===== config.mk =====
export PLATFORM = sky130hd
export DESIGN_NAME = crs_col_gen
export DESIGN_NICKNAME = d
export VERILOG_FILES = /design/src/rtl/crs_col_pkg.sv /design/src/rtl/ccg_sync.sv /design/src/rtl/ccg_edge.sv /design/src/rtl/ccg_hb_timer.sv /design/src/rtl/crs_col_gen.sv
export SDC_FILE = /design/constraint.sdc
export NUM_CORES = 1
export LEC_CHECK = 0
export BUFFER_PORTS_ARGS = -buffer_cell sky130_fd_sc_hd__buf_4
export CORE_AREA = 3 3 40 42
export CTS_CLUSTER_SIZE = 25
export DETAILED_ROUTE_END_ITERATION = 10
export DIE_AREA = 0 0 43 45
export GPL_TIMING_DRIVEN = 0
export PLACE_DENSITY = 0.65
export SETUP_SLACK_MARGIN = 0.1
export SLEW_MARGIN = 10
export SYNTH_ARGS = -nofsm -noshare
export SYNTH_HDL_FRONTEND = slang
export SYNTH_HIERARCHICAL = 1
export SYNTH_SLANG_ARGS = --single-unit

===== constraint.sdc =====
create_clock -name clk -period 3 [get_ports clk]
set_clock_uncertainty 0.05 [all_clocks]
set_input_delay 0.75 -clock clk [delete_from_list [all_inputs] [get_ports clk]]
set_output_delay 0.75 -clock clk [all_outputs]
set_load 0.02 [all_outputs]

===== src/rtl/crs_col_pkg.sv =====
package crs_col_pkg;
   typedef enum logic [1:0] {
      HB_IDLE  = 2'd0,
      HB_WAIT  = 2'd1,
      HB_PULSE = 2'd2
   } hb_state_t;

   function automatic int max2(input int a, input int b);
      return (a > b) ? a : b;
   endfunction
endpackage


===== src/rtl/ccg_sync.sv =====
module ccg_sync #(
   parameter int STAGES = 2
) (
   input  logic clk,
   input  logic rst,
   input  logic d_i,
   output logic q_o
);
   logic [STAGES-1:0] chain;

   generate
      if (STAGES < 2) begin : g_bad_stages
         $error("ccg_sync: STAGES must be at least 2");
      end
      for (genvar i = 0; i < STAGES; i++) begin : g_stage
         if (i == 0) begin : g_first
            always_ff @(posedge clk) begin
               if (rst) chain[0] <= 1'b0;
               else     chain[0] <= d_i;
            end
         end else begin : g_next
            always_ff @(posedge clk) begin
               if (rst) chain[i] <= 1'b0;
               else     chain[i] <= chain[i-1];
            end
         end
      end
   endgenerate

   assign q_o = chain[STAGES-1];
endmodule


===== src/rtl/ccg_edge.sv =====
module ccg_edge (
   input  logic clk,
   input  logic rst,
   input  logic d_i,
   output logic rise_o,
   output logic fall_o
);
   logic d_q;

   always_ff @(posedge clk) begin
      if (rst) d_q <= 1'b0;
      else     d_q <= d_i;
   end

   assign rise_o = d_i & ~d_q;
   assign fall_o = ~d_i & d_q;
endmodule


===== src/rtl/ccg_hb_timer.sv =====
module ccg_hb_timer
   import crs_col_pkg::*;
#(
   parameter int HB_CYCLES = 25,
   parameter int HB_DELAY  = 0
) (
   input  logic clk,
   input  logic rst,
   input  logic start_i,
   input  logic cancel_i,
   output logic active_o
);
   localparam int CNT_MAX = max2(HB_CYCLES, HB_DELAY);
   localparam int CW      = $clog2(CNT_MAX + 1);

   hb_state_t         st;
   logic [CW-1:0]     cnt;
   hb_state_t         first_st;
   logic [CW-1:0]     first_cnt;

   generate
      if (HB_CYCLES < 1) begin : g_bad_len
         $error("ccg_hb_timer: HB_CYCLES must be at least 1");
      end
      if (HB_DELAY < 0) begin : g_bad_delay
         $error("ccg_hb_timer: HB_DELAY must not be negative");
      end
      if (HB_DELAY == 0) begin : g_direct
         assign first_st  = HB_PULSE;
         assign first_cnt = CW'(HB_CYCLES - 1);
      end else begin : g_delayed
         assign first_st  = HB_WAIT;
         assign first_cnt = CW'(HB_DELAY - 1);
      end
   endgenerate

   always_ff @(posedge clk) begin
      if (rst || cancel_i) begin
         st  <= HB_IDLE;
         cnt <= '0;
      end else if (start_i) begin
         st  <= first_st;
         cnt <= first_cnt;
      end else begin
         case (st)
            HB_WAIT: begin
               if (cnt == '0) begin
                  st  <= HB_PULSE;
                  cnt <= CW'(HB_CYCLES - 1);
               end else begin
                  cnt <= cnt - 1'b1;
               end
            end
            HB_PULSE: begin
               if (cnt == '0) st <= HB_IDLE;
               else           cnt <= cnt - 1'b1;
            end
            default: begin
               st  <= HB_IDLE;
               cnt <= '0;
            end
         endcase
      end
   end

   assign active_o = (st == HB_PULSE);

   AST_HB_CANCEL: assert property (@(posedge clk) disable iff (rst)
      cancel_i |=> !active_o);
   AST_HB_BOUND: assert property (@(posedge clk) disable iff (rst)
      (st == HB_PULSE) |-> (cnt <= CW'(HB_CYCLES - 1)));
   AST_HB_CLEAR: assert property (@(posedge clk)
      rst |=> (st == HB_IDLE));
endmodule


===== src/rtl/crs_col_gen.sv =====
module crs_col_gen #(
   parameter int SYNC_STAGES = 2,
   parameter int HB_CYCLES   = 25,
   parameter int HB_DELAY    = 0
) (
   input  logic clk,
   input  logic rst,
   input  logic tx_act_i,
   input  logic rx_act_i,
   input  logic duplex_full_i,
   input  logic speed_100_i,
   input  logic hb_en_i,
   output logic crs_o,
   output logic col_o
);
   logic       tx_s, rx_s;
   logic       tx_rise, tx_fall;
   logic [1:0] mode_q;
   logic       mode_chg, hb_allowed;
   logic       hb_start, hb_cancel, hb_active;
   logic       crs_d, col_d;

   ccg_sync #(.STAGES(SYNC_STAGES)) u_sync_tx (
      .clk(clk), .rst(rst), .d_i(tx_act_i), .q_o(tx_s));
   ccg_sync #(.STAGES(SYNC_STAGES)) u_sync_rx (
      .clk(clk), .rst(rst), .d_i(rx_act_i), .q_o(rx_s));

   ccg_edge u_tx_edge (
      .clk(clk), .rst(rst), .d_i(tx_s), .rise_o(tx_rise), .fall_o(tx_fall));

   always_ff @(posedge clk) begin
      if (rst) mode_q <= 2'b00;
      else     mode_q <= {duplex_full_i, speed_100_i};
   end

   assign mode_chg   = (mode_q != {duplex_full_i, speed_100_i});
   assign hb_allowed = ~duplex_full_i & ~speed_100_i & hb_en_i;
   assign hb_start   = tx_fall & hb_allowed;
   assign hb_cancel  = tx_rise | mode_chg;

   ccg_hb_timer #(.HB_CYCLES(HB_CYCLES), .HB_DELAY(HB_DELAY)) u_hb (
      .clk(clk), .rst(rst), .start_i(hb_start), .cancel_i(hb_cancel),
      .active_o(hb_active));

   always_comb begin
      if (duplex_full_i) begin
         crs_d = rx_s;
         col_d = 1'b0;
      end else begin
         crs_d = tx_s | rx_s;
         col_d = (tx_s & rx_s) | (hb_active & ~speed_100_i);
      end
   end

   always_ff @(posedge clk) begin
      if (rst) begin
         crs_o <= 1'b0;
         col_o <= 1'b0;
      end else begin
         crs_o <= crs_d;
         col_o <= col_d;
      end
   end

   AST_RST_QUIET: assert property (@(posedge clk)
      rst |=> (!crs_o && !col_o));
   AST_HDX_CRS: assert property (@(posedge clk) disable iff (rst)
      (!duplex_full_i && (tx_s || rx_s)) |=> crs_o);
   AST_FDX_CRS: assert property (@(posedge clk) disable iff (rst)
      (duplex_full_i && !rx_s) |=> !crs_o);
   AST_HDX_COL: assert property (@(posedge clk) disable iff (rst)
      (!duplex_full_i && tx_s && rx_s) |=> col_o);
   AST_FDX_NO_COL: assert property (@(posedge clk) disable iff (rst)
      duplex_full_i |=> !col_o);
   AST_NO_HB_FAST: assert property (@(posedge clk) disable iff (rst)
      (speed_100_i && !(tx_s && rx_s)) |=> !col_o);
endmodule


==> out/metrics.yaml <==
cts_setup_buffers: 0
cp_max_fo: 5
drtIter0Drc: 8
fmax_mhz: 552
grt_pass1_wl_mm: 1.52
holdWs_ps: 398
slew_viol_final: 0
hp-class: "flop to flop"
ys_top_cells_by_count: "dfxtp_1, nor2b_1, a21oi_1, nand2_1, nor2_1"
drt-vias-per-instance: 4.82
synth.distinct_cells: 20
cp.arrival_ps: 1970
synth_fp_nets: 68
netlist_area_um2: 583
wirelength_um: 873
period_share_pct: 60.4
final-instance-count-excl-fill: 87
clkSinkCount: 15
start_util_pct: 45.4
vdd_drop_max_mv: 0.260
dp_cells: 83
worstSetupStartpoint: "duplex_full_i"
synth_edf_count: 0
grt_pass1_vias: 387
rsz0062_at_grt: "false"
max_slew.worst_pin.slew_ps: 389
fill_cells: 140
synth_top_area_share_pct: 51.5
p_leak_nw: 0.256
syn_avg_cell_area_um2: 9.72
crit_required_ps: 3160
hpwl_um: 637
vias: 419
drt-met1-wl_um: 407
clk_latency_ps: 270
largest_register_ffs: 5
yosysWarnings: 6
route.met3.wl_um: 44
hold_buffers: 0
hold_viol: 0
area_growth_syn_to_layout_pct: 18.0
ant_nets: 0
die_area_mm2: 0.00194
drc: 0
cts_buffers: 3
synth_seq_area_share_pct: 51.5
wire_per_inst_um: 10.0
maxCapViolations: 0
antenna_found_initial: 0
status: "completed"
ctsResizeCount: 0
rr_endpoint: "u_hb/cnt[1]"
largest_register: "u_hb/cnt"
nets: 81
hold_path_startpoint: "u_sync_tx/chain[0]"
tns_ps: 0
synth_area_leaders: "dfxtp_1, nor2b_1, a21oi_1, nand2b_1, xnor2_1"
core_mm2: 0.00128
num_antenna_cells: 0
cp-start-kind: "primary input"
async_flop_share_pct: 0
cts_root_buf: "clkbuf_4"
overflow: 0
r2r-start: "u_sync_tx/q_o"
yosysTopAreaCell: "dfxtp_1"
hold_end: "u_sync_tx/q_o"
reg2reg_setup_slack_ps: 1430
synth-seq-cells: 15
synthCells: 60
fp-row-count: 13
first_pass_iters: 3
met2_length_um: 409
synth-main-ff-cell: "dfxtp_1"
top_regs: "u_hb/cnt: 5 flops, mode_q: 2 flops"
ios: 9
slew_headroom_pct: 73.9
period_needed_ps: 1810
htree_levels: 1
port_buffers: 8
post-synth-top-count-cell: "dfxtp_1"
setup_viol: 0
whs_path_depth: 1
grt_max_degree: 12
gp_congestion: 0.686
clk_path_buf_depth: 2
track_usage_pct: 11.0
die_w_um: 43
path_clk_slew_ps: 80
end_kind: "flop"
power_density_mw_per_mm2: 490
drive_gt1_share_pct: 19.4
cts_tree: "done"
criticalPathCategory: "primary input to flop"
dr.max_layer_used: "met4"
reg2regPathDepth: 5
die_h_um: 45
area by class of cell:
type                       count  area, um2  share of cell area [%]
clock buffer                   4       26.3                    3.82
timing repair buffer           8       60.1                    8.73
buffer                         1       11.3                    1.64
sequential                    15        300                    43.6
inverter                       3       11.3                    1.64
tap                           15       18.8                    2.73
multi-input combinational     41        260                    37.8
worst max-delay path: stages:
cell and delay [ps]:
buf_4 130, xor2_1 150, or3_1 360, nor2_1 240
nand3b_1 180, a211oi_2 160
cell usage in the layout, fill, tap and decap left out, drive strengths merged, types with 2 or more instances in the layout:
cell,count
dfxtp,15
nor2b,9
buf,9
nand2,4
a21oi,4
nor2,4
clkbuf,4
nor3,3
inv,3
nand2b,3
xor2,2
nand3b,2
xnor2,2
a211oi,2
per-stage QoR:
step	setup slack, ps	area [um2]	utilization [%]	total power [mW]
6_report	1190	688	53.6	0.337
5_1_grt	1110	688	53.6	0.356
4_1_cts	1190	688	53.6	0.343
3_5_place_dp	896	662	51.5	0.231
3_3_place_gp	917	662	51.5	0.230
2_1_floorplan	1160	583	-	0.219
worst max-delay path by stage:
stage | end | cells past startpoint
after global placement | u_hb/cnt[1] | 6
after floorplan | u_hb/cnt[1] | 5
after detailed placement | u_hb/cnt[1] | 6
after global routing | u_hb/cnt[1] | 6
after CTS | u_hb/cnt[1] | 6
final | u_hb/cnt[1] | 6
logic make-up after synthesis:
kind of cell             synth area share [%]
AO/OA/AOI/OAI                            9.01
XOR/XNOR                                 6.01
adder cells (fa/ha/maj)                  2.15
buffers and inverters                    3.86
flip-flops                               51.5
AND/OR/NAND/NOR                          27.5
report_power, final:
group	internal, mW	switching, mW
Sequential	0.204	0.00202
Clock	0.0515	0.0600
Combinational	0.0112	0.00874
Total	0.267	0.0707
routing by layer:
metal / up-vias / global-route usage, %
met2: 10 / 19.2
met5: - / 0
met3: 2 / 3.59
li1: 222 / -
met1: 185 / 10.6
met4: 0 / 9.04
Note: power is estimated with default switching activity, not from simulation.
